===== config.mk =====
export PLATFORM = sky130hd
export DESIGN_NAME = ram_bist_ctrl
export DESIGN_NICKNAME = d
export VERILOG_FILES = /design/src/rtl/bist_pkg.sv /design/src/rtl/bist_cmp.sv /design/src/rtl/bist_regs.sv /design/src/rtl/bist_seq.sv /design/src/rtl/ram_bist_ctrl.sv
export SDC_FILE = /design/constraint.sdc
export NUM_CORES = 1
export LEC_CHECK = 0
export CORE_ASPECT_RATIO = 0.8
export CORE_UTILIZATION = 25
export CTS_BUF_LIST = sky130_fd_sc_hd__clkbuf_4 sky130_fd_sc_hd__clkbuf_8 sky130_fd_sc_hd__clkbuf_16
export DETAILED_ROUTE_END_ITERATION = 10
export DONT_BUFFER_PORTS = 1
export GPL_TIMING_DRIVEN = 1
export PLACE_DENSITY_LB_ADDON = 0.3
export SKIP_CTS_REPAIR_TIMING = 1
export SLEW_MARGIN = 20
export SYNTH_ARGS = -nofsm -noshare
export SYNTH_HDL_FRONTEND = slang
export SYNTH_SLANG_ARGS = --single-unit

===== constraint.sdc =====
create_clock -name clk -period 5 [get_ports clk]
set_clock_uncertainty 0.2 [all_clocks]
set_input_delay 0.5 -clock clk [delete_from_list [all_inputs] [get_ports clk]]
set_output_delay 0.5 -clock clk [all_outputs]
set_load 0.1 [all_outputs]

===== src/rtl/bist_pkg.sv =====
package bist_pkg;

    localparam int DATA_W  = 8;
    localparam int NUM_PAT = 8;

    typedef enum logic [2:0] {
        SEL_IDLE_LO = 3'b000,
        SEL_PATTERN = 3'b001,
        SEL_FILL0   = 3'b010,
        SEL_CHK0    = 3'b011,
        SEL_FILL1   = 3'b100,
        SEL_CHK1    = 3'b101,
        SEL_INCDEC  = 3'b110,
        SEL_IDLE_HI = 3'b111
    } sel_e;

    typedef enum logic [3:0] {
        PH_FILL0, PH_WALK0, PH_FILL1, PH_WALK1,
        PH_CHK0,  PH_CHK1,  PH_INCW,  PH_INCV,
        PH_DECW,  PH_DECV,  PH_END
    } phase_e;

    // walk pattern k = 1..NUM_PAT; index 0 is the background check
    function automatic logic [DATA_W-1:0] walk_pat(input logic [3:0] k);
        unique case (k)
            4'd1:    walk_pat = 8'h55;
            4'd2:    walk_pat = 8'hAA;
            4'd3:    walk_pat = 8'h33;
            4'd4:    walk_pat = 8'hCC;
            4'd5:    walk_pat = 8'h0F;
            4'd6:    walk_pat = 8'hF0;
            4'd7:    walk_pat = 8'h00;
            4'd8:    walk_pat = 8'hFF;
            default: walk_pat = 8'h00;
        endcase
    endfunction

    function automatic logic sel_is_idle(input sel_e s);
        sel_is_idle = (s == SEL_IDLE_LO) || (s == SEL_IDLE_HI);
    endfunction

    function automatic phase_e first_phase(input sel_e s);
        unique case (s)
            SEL_PATTERN, SEL_FILL0: first_phase = PH_FILL0;
            SEL_CHK0:               first_phase = PH_CHK0;
            SEL_FILL1:              first_phase = PH_FILL1;
            SEL_CHK1:               first_phase = PH_CHK1;
            SEL_INCDEC:             first_phase = PH_INCW;
            default:                first_phase = PH_END;
        endcase
    endfunction

    function automatic phase_e next_phase(input sel_e s, input phase_e p);
        if (s == SEL_FILL0 || s == SEL_FILL1 || s == SEL_CHK0 || s == SEL_CHK1) begin
            next_phase = PH_END;
        end else begin
            unique case (p)
                PH_FILL0: next_phase = PH_WALK0;
                PH_WALK0: next_phase = PH_FILL1;
                PH_FILL1: next_phase = PH_WALK1;
                PH_WALK1: next_phase = PH_INCW;
                PH_INCW:  next_phase = PH_INCV;
                PH_INCV:  next_phase = PH_DECW;
                PH_DECW:  next_phase = PH_DECV;
                default:  next_phase = PH_END;
            endcase
        end
    endfunction

endpackage


===== src/rtl/bist_cmp.sv =====
module bist_cmp
    import bist_pkg::*;
(
    input  logic              en,
    input  logic [DATA_W-1:0] expected,
    input  logic [DATA_W-1:0] rdata,
    output logic              mismatch
);

    always_comb begin
        mismatch = en && (rdata != expected);
    end

endmodule


===== src/rtl/bist_regs.sv =====
module bist_regs
    import bist_pkg::*;
#(
    parameter logic [2:0] WR_MODE = 3'd4
) (
    input  logic              clk,
    input  logic              rst_n,
    input  logic [2:0]        mode,
    input  logic              wr,
    input  logic [DATA_W-1:0] wdata,
    input  logic              done,
    input  logic              done_ran,
    input  logic              done_mism,
    output logic [DATA_W-1:0] rdata,
    output logic              go,
    output sel_e              sel,
    output logic              busy
);

    logic force_q, start_q, pass_q, fail_q, go_q;
    sel_e sel_q;
    logic wr_ok;
    logic fail_now;

    always_comb begin
        wr_ok    = wr && (mode == WR_MODE) && !start_q;
        fail_now = done_mism || force_q;
    end

    always_ff @(posedge clk or negedge rst_n) begin
        if (!rst_n) begin
            force_q <= 1'b0;
            sel_q   <= SEL_IDLE_LO;
            start_q <= 1'b0;
            pass_q  <= 1'b0;
            fail_q  <= 1'b0;
            go_q    <= 1'b0;
        end else begin
            go_q <= 1'b0;
            if (wr_ok) begin
                force_q <= wdata[7];
                sel_q   <= sel_e'(wdata[6:4]);
                if (wdata[3]) begin
                    start_q <= 1'b1;
                    pass_q  <= 1'b0;
                    fail_q  <= 1'b0;
                    go_q    <= 1'b1;
                end
            end else if (done) begin
                start_q <= 1'b0;
                if (done_ran) begin
                    fail_q <= fail_now;
                    pass_q <= !fail_now;
                end
            end
        end
    end

    always_comb begin
        rdata = {force_q, sel_q, start_q, 1'b0, fail_q, pass_q};
        go    = go_q;
        sel   = sel_q;
        busy  = start_q;
    end

    a_r3_flags_exclusive: assert property (@(posedge clk) disable iff (!rst_n)
        !(pass_q && fail_q));

    a_r2_mode_gate: assert property (@(posedge clk) disable iff (!rst_n)
        (wr && mode != WR_MODE) |=> $stable({force_q, sel_q}));

    a_r10_force_fails: assert property (@(posedge clk) disable iff (!rst_n)
        (done && done_ran && force_q) |=> (fail_q && !pass_q));

endmodule


===== src/rtl/bist_seq.sv =====
module bist_seq
    import bist_pkg::*;
#(
    parameter int ADDR_W = 15
) (
    input  logic              clk,
    input  logic              rst_n,
    input  logic              go,
    input  sel_e              sel,
    input  logic              mismatch,
    output logic [ADDR_W-1:0] ram_addr,
    output logic [DATA_W-1:0] ram_wdata,
    output logic              ram_we,
    output logic              chk_en,
    output logic [DATA_W-1:0] chk_exp,
    output logic              done,
    output logic              done_ran,
    output logic              done_mism
);

    localparam int BW = (ADDR_W < DATA_W) ? ADDR_W : DATA_W;

    typedef enum logic [3:0] {
        S_IDLE, S_PHASE, S_WR, S_RD, S_CMP,
        S_WALK_WR, S_WALK_RD, S_WALK_CMP, S_WALK_BG, S_DONE
    } state_e;

    state_e            state_q, state_d;
    phase_e            phase_q, phase_d;
    logic [ADDR_W-1:0] addr_q, addr_d;
    logic [3:0]        k_q, k_d;
    logic              mism_q, mism_d;
    logic              ran_q, ran_d;

    logic              desc;
    logic              last;
    logic [ADDR_W-1:0] addr_step;
    logic [DATA_W-1:0] addr_byte;
    logic [DATA_W-1:0] ph_data;
    logic [DATA_W-1:0] bg;

    always_comb begin
        addr_byte         = '0;
        addr_byte[BW-1:0] = addr_q[BW-1:0];
        desc      = (phase_q == PH_DECW) || (phase_q == PH_DECV);
        last      = desc ? (addr_q == '0) : (&addr_q);
        addr_step = desc ? (addr_q - 1'b1) : (addr_q + 1'b1);
        bg        = (phase_q == PH_WALK1) ? 8'hFF : 8'h00;
        unique case (phase_q)
            PH_FILL1, PH_CHK1, PH_WALK1: ph_data = 8'hFF;
            PH_INCW, PH_INCV:            ph_data = addr_byte;
            PH_DECW, PH_DECV:            ph_data = ~addr_byte;
            default:                     ph_data = 8'h00;
        endcase
    end

    // next-state and datapath update
    always_comb begin
        state_d = state_q;
        phase_d = phase_q;
        addr_d  = addr_q;
        k_d     = k_q;
        mism_d  = mism_q;
        ran_d   = ran_q;
        unique case (state_q)
            S_IDLE: begin
                if (go) begin
                    mism_d = 1'b0;
                    if (sel_is_idle(sel)) begin
                        ran_d   = 1'b0;
                        state_d = S_DONE;
                    end else begin
                        ran_d   = 1'b1;
                        phase_d = first_phase(sel);
                        state_d = S_PHASE;
                    end
                end
            end
            S_PHASE: begin
                k_d    = '0;
                addr_d = ((phase_q == PH_DECW) || (phase_q == PH_DECV)) ? '1 : '0;
                unique case (phase_q)
                    PH_FILL0, PH_FILL1, PH_INCW, PH_DECW: state_d = S_WR;
                    PH_CHK0, PH_CHK1, PH_INCV, PH_DECV:   state_d = S_RD;
                    PH_WALK0, PH_WALK1:                   state_d = S_WALK_RD;
                    default:                              state_d = S_DONE;
                endcase
            end
            S_WR: begin
                if (last) begin
                    phase_d = next_phase(sel, phase_q);
                    state_d = S_PHASE;
                end else begin
                    addr_d = addr_step;
                end
            end
            S_RD: state_d = S_CMP;
            S_CMP: begin
                if (mismatch) begin
                    mism_d  = 1'b1;
                    state_d = S_DONE;
                end else if (last) begin
                    phase_d = next_phase(sel, phase_q);
                    state_d = S_PHASE;
                end else begin
                    addr_d  = addr_step;
                    state_d = S_RD;
                end
            end
            S_WALK_WR: state_d = S_WALK_RD;
            S_WALK_RD: state_d = S_WALK_CMP;
            S_WALK_CMP: begin
                if (mismatch) begin
                    mism_d  = 1'b1;
                    state_d = S_DONE;
                end else if (k_q == 4'(NUM_PAT)) begin
                    state_d = S_WALK_BG;
                end else begin
                    k_d     = k_q + 1'b1;
                    state_d = S_WALK_WR;
                end
            end
            S_WALK_BG: begin
                k_d = '0;
                if (last) begin
                    phase_d = next_phase(sel, phase_q);
                    state_d = S_PHASE;
                end else begin
                    addr_d  = addr_step;
                    state_d = S_WALK_RD;
                end
            end
            S_DONE:  state_d = S_IDLE;
            default: state_d = S_IDLE;
        endcase
    end

    always_ff @(posedge clk or negedge rst_n) begin
        if (!rst_n) begin
            state_q <= S_IDLE;
            phase_q <= PH_END;
            addr_q  <= '0;
            k_q     <= '0;
            mism_q  <= 1'b0;
            ran_q   <= 1'b0;
        end else begin
            state_q <= state_d;
            phase_q <= phase_d;
            addr_q  <= addr_d;
            k_q     <= k_d;
            mism_q  <= mism_d;
            ran_q   <= ran_d;
        end
    end

    // outputs
    always_comb begin
        ram_addr  = addr_q;
        ram_wdata = '0;
        ram_we    = 1'b0;
        chk_en    = 1'b0;
        chk_exp   = '0;
        done      = 1'b0;
        done_ran  = ran_q;
        done_mism = mism_q;
        unique case (state_q)
            S_WR: begin
                ram_we    = 1'b1;
                ram_wdata = ph_data;
            end
            S_CMP: begin
                chk_en  = 1'b1;
                chk_exp = ph_data;
            end
            S_WALK_WR: begin
                ram_we    = 1'b1;
                ram_wdata = walk_pat(k_q);
            end
            S_WALK_CMP: begin
                chk_en  = 1'b1;
                chk_exp = (k_q == '0) ? bg : walk_pat(k_q);
            end
            S_WALK_BG: begin
                ram_we    = 1'b1;
                ram_wdata = bg;
            end
            S_DONE: done = 1'b1;
            default: ;
        endcase
    end

    a_r9_stop_on_mismatch: assert property (@(posedge clk) disable iff (!rst_n)
        ((state_q == S_CMP || state_q == S_WALK_CMP) && mismatch) |=> (state_q == S_DONE));

    a_r11_read_then_compare: assert property (@(posedge clk) disable iff (!rst_n)
        (state_q == S_CMP) |-> ($past(state_q) == S_RD));

    a_r11_walk_read_then_compare: assert property (@(posedge clk) disable iff (!rst_n)
        (state_q == S_WALK_CMP) |-> ($past(state_q) == S_WALK_RD));

endmodule


===== src/rtl/ram_bist_ctrl.sv =====
module ram_bist_ctrl
    import bist_pkg::*;
#(
    parameter int         ADDR_W  = 15,
    parameter logic [2:0] WR_MODE = 3'd4
) (
    input  logic              clk,
    input  logic              rst_n,
    input  logic [2:0]        mode,
    input  logic              reg_wr,
    input  logic [7:0]        reg_wdata,
    output logic [7:0]        reg_rdata,
    output logic [ADDR_W-1:0] ram_addr,
    output logic [7:0]        ram_wdata,
    output logic              ram_we,
    input  logic [7:0]        ram_rdata
);

    logic              go, busy, done, done_ran, done_mism;
    sel_e              sel;
    logic              chk_en, mismatch;
    logic [DATA_W-1:0] chk_exp;

    bist_regs #(.WR_MODE(WR_MODE)) u_regs (
        .clk(clk), .rst_n(rst_n), .mode(mode), .wr(reg_wr), .wdata(reg_wdata),
        .done(done), .done_ran(done_ran), .done_mism(done_mism),
        .rdata(reg_rdata), .go(go), .sel(sel), .busy(busy)
    );

    bist_seq #(.ADDR_W(ADDR_W)) u_seq (
        .clk(clk), .rst_n(rst_n), .go(go), .sel(sel), .mismatch(mismatch),
        .ram_addr(ram_addr), .ram_wdata(ram_wdata), .ram_we(ram_we),
        .chk_en(chk_en), .chk_exp(chk_exp),
        .done(done), .done_ran(done_ran), .done_mism(done_mism)
    );

    bist_cmp u_cmp (
        .en(chk_en), .expected(chk_exp), .rdata(ram_rdata), .mismatch(mismatch)
    );

    a_r3_write_only_when_busy: assert property (@(posedge clk) disable iff (!rst_n)
        ram_we |-> busy);

    a_r4_idle_no_write: assert property (@(posedge clk) disable iff (!rst_n)
        (go && sel_is_idle(sel)) |=> !ram_we);

endmodule


==> impl_metrics.tcl, run 1 <==
set metrics [dict create \
    status "finished clean" \
    synth_nets 488 \
    synth_area_leaders "dfrtp_1, o21ai_0, mux2_2, nand2_1, nor2_1" \
    drt-total-wl_um 10800 \
    layout-drive-gt1-share 0.146 \
    post-route-period-util 0.829 \
    yosys_warnings 0 \
    power_density_nw_per_um2 163 \
    grt_usage 0.148 \
    grt_use_met2 0.219 \
    rsz0062_at_grt "false" \
    clock_path_buffers 2 \
    syn_to_final_growth_pct 13.7 \
    mostFrequentLayoutCell "nand2_1" \
    leakagePower_nw 1.66 \
    final-setup-viol-count 0 \
    final_cell_mix "nand2_1, nor2_1, o21ai_0, dfrtp_1, a21oi_1" \
    synth_top_family_by_area "compound AO/OA/AOI/OAI gates" \
    vias 3515 \
    hold_viol 0 \
    ant_nets 0 \
    relSlewSlack 0.241 \
    placed_area_um2 3880 \
    port_buffers 0 \
    clock-root-buffer "clkbuf_16" \
    crit_path_end_kind "flip-flop" \
    grt_overflow 0 \
    crit_chain "nand4b_2 -> a2111oi_0 -> a211oi_1 -> xnor2_1 -> nor4_2 -> a31oi_2 -> nor2_2 -> mux2_2" \
    rows 38 \
    core_um2 13800 \
    maxCapViolCount 0 \
    clock_latency_ns 0.29 \
    firstDrtPassIters 5 \
    grt_util_met3 0.0346 \
    die_w_um 136 \
    synthMuxAreaShare 0.0521 \
    crit_required_ns 4.98 \
    clock-sinks 37 \
    crit_fanout 19 \
    drt_iter0_drc 244 \
    synth-main-ff-cell "dfrtp_1" \
    drc 0 \
    synth_compound_area_frac 0.277 \
    cts_tree "built" \
    final_area_um2 4100 \
    post-route-util 0.297 \
    vdd_ir_drop_max_uv 100 \
    via_per_inst 5.56 \
    fill_cells 1481 \
    start_util 0.261 \
    fin_tns_setup_ns 0 \
    synth-seq-cells 37 \
    total_power_mw 0.666 \
    worst_pin_slew_ns 1.14 \
    io_pins 54 \
    netlist_instances 454 \
    place.gp.congestion 0.840 \
    die_area_um2 14900 \
    layout.nets 485 \
    path_class "flip-flop to flip-flop" \
    synthSimpleGateAreaFrac 0.275 \
    wire_per_inst_um 17.0 \
    cp_slowest_stage_delay_ns 0.69 \
    ys_types 75 \
    multi_input_comb_area_um2 2480 \
    clk_pin_slew_ns 0.06 \
    syn_area_um2 3600 \
    min_period_ns 4.15 \
    worst_hold_path_type "input port to flip-flop" \
    antenna_found_initial 0 \
    hpwlAfterDp_um 7900 \
    avgSynthCellArea_um2 7.94 \
    async_reset_ff_frac 1.00 \
    fmax_ghz 0.241 \
    slew_violations 0 \
    synth-adder-area-share 0.0438 \
    die_h_um 109 \
    ctsHtreeMaxLevel 2 \
    busiest_layer "met2" \
    grt_util_met1 0.214 \
    cp_data_arrival_time_ns 4.12 \
    grt_pass1_vias 3275 \
    synth-xor-area-share 0.0340 \
    antenna_cells 0 \
    synth_enable_flop_cells 0 \
    grt_pass1_wl_um 17300 \
    slowest_stage "dfrtp_1" \
    cts_buffers 5 \
    synth_top_area_cell "dfrtp_1" \
    synth_seq_area_share 0.258 \
    synthDominantCellAreaShare 0.243 \
    grt_start_max_net_pins 38 \
    seqCellArea_um2 928 \
    crit_path_start_kind "flip-flop" \
]
==> flip-flops by register name (all words and copies together) (netlist names) <==
name	count
u_regs.go	1
u_regs.pass_q	1
u_regs.fail_q	1
u_regs.busy	1
u_seq.ram_addr	15
u_seq.k_q	4
u_regs.force_q	1
u_regs.sel	3
u_seq.phase_q	4
u_seq.state_q	4
u_seq.done_ran	1
u_seq.done_mism	1
==> final cells by class <==
| type | count | share of cell area |
|---|---|---|
| clock buffers | 6 | 0.0339 |
| clock inverters | 2 | 0.00336 |
| inverters | 10 | 0.00916 |
| multi-input cells | 374 | 0.606 |
| flip-flops and latches | 37 | 0.227 |
| well taps | 180 | 0.0550 |
| repair buffers | 23 | 0.0657 |
==> cells by family (layout without fill, tap and decap cells) <==
logic type                 Yosys count  after routing
muxes                               17             17
adders and majority gates           12             12
xor gates and xnor gates            14             14
buffers and inverters               43             41
other                                1              1
AOI/OAI and AO/OA                  143            143
and+or+nand+nor                    187            187
DFF                                 37             37
==> power breakdown <==
| group | internal [mW] | total (mW) | switching, mW |
|---|---|---|---|
| Combinational | 0.00813 | 0.0250 | 0.0169 |
| Clock | 0.199 | 0.336 | 0.137 |
| Sequential | 0.300 | 0.305 | 0.00499 |
==> Yosys cell counts, drive strengths merged, types with 3 or more instances <==
master  number
ha          11
mux2i        3
nor4         5
a211oi       6
nor2b       11
and3        10
or4          4
or2          5
nand2       42
nor3        19
o21ai       37
o31a         3
or3          3
o211ai       6
a221oi       3
nor2        41
nand4        3
a21oi       28
a31oi        3
mux2        14
a32oi        6
o221ai       9
buf         20
xnor2       12
nand2b      18
inv         10
a21o         4
dfrtp       35
nand3       12
o22a         3
o31ai       11
o22ai        3
clkbuf      13
==> per-layer routing <==
| metal | up-vias | routed length, um |
|---|---|---|
| li1 | 1699 | - |
| met1 | 1675 | 5330 |
| met2 | 131 | 4530 |
| met3 | 10 | 794 |
| met4 | 0 | 109 |
| met5 | - | 0 |
==> per-stage QoR <==
step / hold WS, ns / setup WS, ns / cells
6_report: 0.162 / 0.853 / 632
3_3_place_gp: 0.00579 / 0.954 / 620
4_1_cts: -0.308 / 0.892 / 628
3_5_place_dp: 0.00607 / 0.915 / 620
2_1_floorplan: 0.00441 / 0.834 / 454
5_1_grt: 0.157 / 0.512 / 632
==> worst max-delay path, delay by kind of cell, from the launching register on <==
family,cells,cell delay (ns)
muxes,1,0.40
DFF,1,0.69
xor gates and xnor gates,1,0.17
AOI/OAI and AO/OA,3,1.16
and+or+nand+nor,3,1.43
==> final timing paths <==
check	start	to	slack [ns]	cells after the start
max	u_seq.state_q[2]	u_seq.ram_addr[4]	0.85	8
min	reg_wdata[7]	u_regs.force_q	0.16	1
max reg2reg	u_seq.state_q[2]	u_seq.ram_addr[4]	0.85	8
min reg2reg	u_seq.done_ran	u_seq.done_ran	0.29	2
max in group asynchronous	rst_n	u_seq.phase_q[3]	3.83	2
min in group asynchronous	rst_n	u_regs.sel[2]	0.52	2
No activity file was read; power rests on OpenSTA's default activity.
==> inputs of run 2 (changes only) <==
==> constraint.sdc (replaced) <==
create_clock -name clk -period 4.2 [get_ports clk]
set_clock_uncertainty 0.2 [all_clocks]
set_input_delay 0.42 -clock clk [delete_from_list [all_inputs] [get_ports clk]]
set_output_delay 0.42 -clock clk [all_outputs]
set_load 0.1 [all_outputs]
==> run 2 against run 1 <==
Power is 27% higher. Worst hold slack lost 0.090 ns. Sequential share of layout area shrank 0.58 points. Design area rose by 2.6%. Count of clock-buffer cells in the layout decreased by 1. Routed wire length rose by 3.1%. Global-route usage grew 0.73 points. Die area is the same. First-iteration DRC count rose by 13%. Sequential cell count stayed put. Critical path depth increased by 3. Largest cell class unchanged. Largest power group unchanged.
==> impl_metrics.tcl, run 2 (synthesis gave the netlist of run 1 again) <==
set metrics [dict create \
    drt_iter0_drc 275 \
    cts_buffers 5 \
    grt_usage 0.156 \
    die_h_um 109 \
    rsz0062_at_grt "false" \
    crit_chain "or3b_4 -> inv_1 -> ha_1 -> a21o_1 -> a21oi_1 -> o21ai_1 -> o21ai_0 -> a211o_1 -> a21oi_1 -> or4_1 -> a22o_1" \
    vdd_ir_drop_max_uv 135 \
    clock_path_buffers 2 \
    grt_start_max_net_pins 38 \
    post-route-period-util 0.940 \
    fin_tns_setup_ns 0 \
    power_density_nw_per_um2 201 \
    final_cell_mix "nand2_1, nor2_1, o21ai_0, dfrtp_1, buf_4" \
    die_w_um 136 \
    crit_fanout 20 \
    fmax_ghz 0.253 \
    grt_pass1_vias 3387 \
    worst_hold_path_type "input port to flip-flop" \
    antenna_cells 0 \
    cp_slowest_stage_delay_ns 0.60 \
    crit_required_ns 4.18 \
    grt_overflow 0 \
    rows 38 \
    slew_violations 0 \
    crit_path_frequent_cell "a21oi_1" \
    place.gp.congestion 0.864 \
    die_area_um2 14900 \
    maxCapViolCount 0 \
    hold_viol 0 \
    path_class "flip-flop to flip-flop" \
    status "finished clean" \
    firstDrtPassIters 4 \
    clock-sinks 37 \
    hold_slack_ns 0.0722 \
    slowest_stage "dfstp_2" \
    wire_per_inst_um 17.2 \
    crit_path_start_kind "flip-flop" \
    io_pins 54 \
    drc 0 \
    min_period_ns 3.95 \
    clock_latency_ns 0.29 \
    port_buffers 0 \
    cp_data_arrival_time_ns 3.93 \
    mostFrequentLayoutCell "nand2_1" \
    clock-root-buffer "clkbuf_16" \
    crit_path_end_kind "flip-flop" \
    clk_pin_slew_ns 0.07 \
    largest_reg_flops 15 \
    reg2reg_depth 11 \
    via_per_inst 5.53 \
    start_util 0.261 \
    whs_path_depth 1 \
    antenna_found_initial 0 \
    layout.nets 499 \
    core_um2 13800 \
    hpwlAfterDp_um 8320 \
    vias 3573 \
    grt_pass1_wl_um 18100 \
    layout-drive-gt1-share 0.174 \
    leakagePower_nw 1.74 \
    post-route-util 0.305 \
    cts_tree "built" \
    worst_pin_slew_ns 1.16 \
    ctsHtreeMaxLevel 2 \
    relSlewSlack 0.230 \
    syn_to_final_growth_pct 16.7 \
    drt-total-wl_um 11100 \
    ant_nets 0 \
    final-setup-viol-count 0 \
]
run 2: cell count changes in the layout (fill, tap and decap cells not counted):
cell       change
buf_4         +16
bufinv_16      +1
clkbuf_1       -1
clkbuf_16      -1
clkbuf_8       -1
clkinv_4       -1
inv_6          +1
run 2: critical path, delay by kind of cell (launching register included):
family | cells | cell delay, ns
compound gates | 7 | 1.46
simple gates | 2 | 1.06
flops | 1 | 0.60
fa+ha+maj | 1 | 0.27
buf+inv | 1 | 0.23
run 2: final timing paths:
| path | start | endpoint | slack [ns] |
|---|---|---|---|
| min reg2reg | u_seq.done_ran | u_seq.done_ran | 0.28 |
| min in group asynchronous | rst_n | u_regs.sel[2] | 0.43 |
| max in group asynchronous | rst_n | u_seq.phase_q[1] | 3.11 |
| max reg2reg | u_seq.phase_q[3] | u_seq.ram_addr[13] | 0.25 |
| max | u_seq.phase_q[3] | u_seq.ram_addr[13] | 0.25 |
| min | reg_wdata[6] | u_regs.sel[2] | 0.07 |
run 2: final cells by class:
cell class,instances,area (um2)
Clock buffer,5,125
Multi-Input combinational cell,374,2480
Inverter,10,37.5
Tap cell,180,225
Sequential cell,37,928
Timing Repair Buffer,37,360
Fill cell,1503,9580
Clock inverter,3,43.8
run 2: stage by stage:
| stage | instance area, um2 | worst slack [ns] | power, mW | instances |
|---|---|---|---|---|
| after global routing | 4200 | 0.0273 | 0.873 | 646 |
| final | 4200 | 0.253 | 0.846 | 646 |
| after floorplan | 3600 | 0.0968 | 0.386 | 454 |
| after global placement | 4000 | 0.371 | 0.387 | 636 |
| after CTS | 4170 | 0.278 | 0.845 | 644 |
| after detailed placement | 4000 | 0.295 | 0.388 | 636 |
run 2: power breakdown:
part	total (mW)	internal, mW	leakage [nW]	switching (mW)
Clock	0.454	0.282	0.0842	0.173
Combinational	0.0298	0.00925	1.16	0.0206
Sequential	0.362	0.357	0.494	0.00521
run 2: metal layers:
| layer | GRT usage | vias to the layer above | share of wire |
|---|---|---|---|
| li1 | - | 1720 | - |
| met1 | 0.225 | 1736 | 0.51 |
| met2 | 0.231 | 110 | 0.41 |
| met3 | 0.0355 | 7 | 0.070 |
| met4 | 0.0373 | 0 | 0.0085 |
| met5 | 0 | - | 0 |
==> inputs of run 3 (changes only) <==
--- a/config.mk
+++ b/config.mk
@@ -7,7 +7,7 @@
 export LEC_CHECK = 0
 export CORE_ASPECT_RATIO = 0.8
 export CORE_UTILIZATION = 25
-export CTS_BUF_LIST = sky130_fd_sc_hd__clkbuf_4 sky130_fd_sc_hd__clkbuf_8 sky130_fd_sc_hd__clkbuf_16
+export CTS_BUF_LIST = sky130_fd_sc_hd__clkbuf_8
 export DETAILED_ROUTE_END_ITERATION = 10
 export DONT_BUFFER_PORTS = 1
 export GPL_TIMING_DRIVEN = 1
==> run 3 against run 2 <==
Clock power fell by 25%. Routed wire length barely moved. Combinational power barely moved. Setup slack got worse by 0.035 ns. Die area did not move. Register-to-register slack got worse by 0.04 ns. Design area fell by 1.3%. Via count barely moved. Count of clock-buffer cells in the layout did not move.
==> impl_metrics.tcl, run 3 (synthesis gave the netlist of run 1 again) <==
set metrics [dict create \
    status "finished clean" \
    power_density_nw_per_um2 177 \
    antenna_found_initial 0 \
    die_w_um 136 \
    maxCapViolCount 0 \
    place_inst 636 \
    crit_chain "or3b_4 -> inv_1 -> ha_1 -> a21o_1 -> a21oi_1 -> o21ai_1 -> o21ai_0 -> a211o_1 -> a21oi_1 -> or4_1 -> a22o_1" \
    vias 3571 \
    largest_reg_flops 15 \
    via_per_inst 5.53 \
    layout.nets 499 \
    vdd_ir_drop_max_uv 99.8 \
    cp-startpoint "u_seq.phase_q[3]" \
    worst_pin_slew_ns 1.16 \
    die_h_um 109 \
    die_area_um2 14900 \
    drt-total-wl_um 11100 \
    grt_pass1_vias 3374 \
    drt_iter0_drc 257 \
    path_class "flip-flop to flip-flop" \
    crit_required_ns 4.20 \
    post-route-util 0.301 \
    grt_overflow 0 \
    layout-drive-gt1-share 0.174 \
    final-setup-viol-count 0 \
    ctsHtreeMaxLevel 2 \
    crit_path_frequent_cell "a21oi_1" \
    hpwlAfterDp_um 8320 \
    cts_tree "built" \
    syn_to_final_growth_pct 15.1 \
    min_period_ns 3.98 \
    r2r_end "u_seq.ram_addr[13]" \
    wire_per_inst_um 17.2 \
    clock-sinks 37 \
    final_cell_count_no_fill 646 \
    crit_fanout 20 \
    final_area_um2 4150 \
    dr_wl_met3_um 744 \
    wl_met1_um 5660 \
    grt_pass1_wl_um 18100 \
    fmax_ghz 0.251 \
    start_util 0.261 \
    crit_path_start_kind "flip-flop" \
    slowest_stage "dfstp_2" \
    cp_slowest_stage_delay_ns 0.62 \
    cts_buffers 5 \
    clock_path_buffers 2 \
    cp_data_arrival_time_ns 3.98 \
    mostFrequentLayoutCell "nand2_1" \
    wl_met2_um 4570 \
    fill_cells 1501 \
    slew_violations 0 \
    r2r_start "u_seq.phase_q[3]" \
    fin_ws_ns 0.218 \
    ant_nets 0 \
    rsz0062_at_grt "false" \
    relSlewSlack 0.230 \
    drc 0 \
    firstDrtPassIters 4 \
    reg2reg_depth 11 \
    rows 38 \
    grt_start_max_net_pins 38 \
    crit_path_end_kind "flip-flop" \
    io_pins 54 \
    final_cell_mix "nand2_1, nor2_1, o21ai_0, dfrtp_1, buf_4" \
    worst_hold_path_type "input port to flip-flop" \
    rrSetupSlack_ns 0.22 \
    place_ws_ns 0.295 \
    core_um2 13800 \
    placed_area_um2 4000 \
    leakagePower_nw 1.71 \
    port_buffers 0 \
    grt_usage 0.155 \
    place.gp.congestion 0.864 \
    hold_viol 0 \
    cp-endpoint "u_seq.ram_addr[13]" \
    clock-root-buffer "clkbuf_8" \
    top_layer_used "met4" \
    clock_latency_ns 0.32 \
    fin_tns_setup_ns 0 \
    clk_pin_slew_ns 0.09 \
    antenna_cells 0 \
    post-route-period-util 0.948 \
]
==> run 3: cell counts in the layout (fill, tap and decap cells not counted) <==
No cell type changed its count.
==> run 3: critical path, delay by kind of cell, from the launching register on <==
family	cells	cell delay [ns]
AO/OA/AOI/OAI	7	1.46
AND/OR/NAND/NOR	2	1.06
flip-flops	1	0.62
adder cells (fa/ha/maj)	1	0.27
buffers and inverters	1	0.24
==> run 3: power by group <==
group | switching (mW) | leakage, nW | total (mW) | internal, mW
Combinational | 0.0206 | 1.16 | 0.0298 | 0.00925
Clock | 0.162 | 0.0585 | 0.341 | 0.178
Sequential | 0.00522 | 0.494 | 0.362 | 0.357
==> run 3: worst min-delay path by stage <==
stage / start / end / cells past startpoint
final: reg_wdata[6] / u_regs.sel[2] / 1
after global routing: reg_wdata[6] / u_regs.sel[2] / 1
after CTS: rst_n / u_regs.pass_q / 0
after detailed placement: rst_n / u_seq.ram_addr[10] / 0
after global placement: rst_n / u_regs.sel[2] / 0
after floorplan: rst_n / u_regs.busy / 0
==> run 3: metrics by stage <==
stage / power (mW) / hold slack [ns]
2_1_floorplan: 0.386 / -0.0756
3_3_place_gp: 0.387 / -0.0740
3_5_place_dp: 0.388 / -0.0735
4_1_cts: 0.728 / -0.421
5_1_grt: 0.756 / 0.0357
6_report: 0.732 / 0.0499
==> run 3: cell type report <==
type	count	area (um2)	area share
Clock inverter	3	43.8	0.0106
Inverter	10	37.5	0.00905
Tap cell	180	225	0.0543
Multi-Input combinational cell	374	2480	0.599
Clock buffer	5	68.8	0.0166
Timing Repair Buffer	37	360	0.0869
Sequential cell	37	928	0.224
==> run 3: routing by layer <==
metal  track usage  up-vias
li1              -     1715
met1         0.225     1736
met2         0.229      110
met3        0.0355       10
met4        0.0349        0
met5             0        -
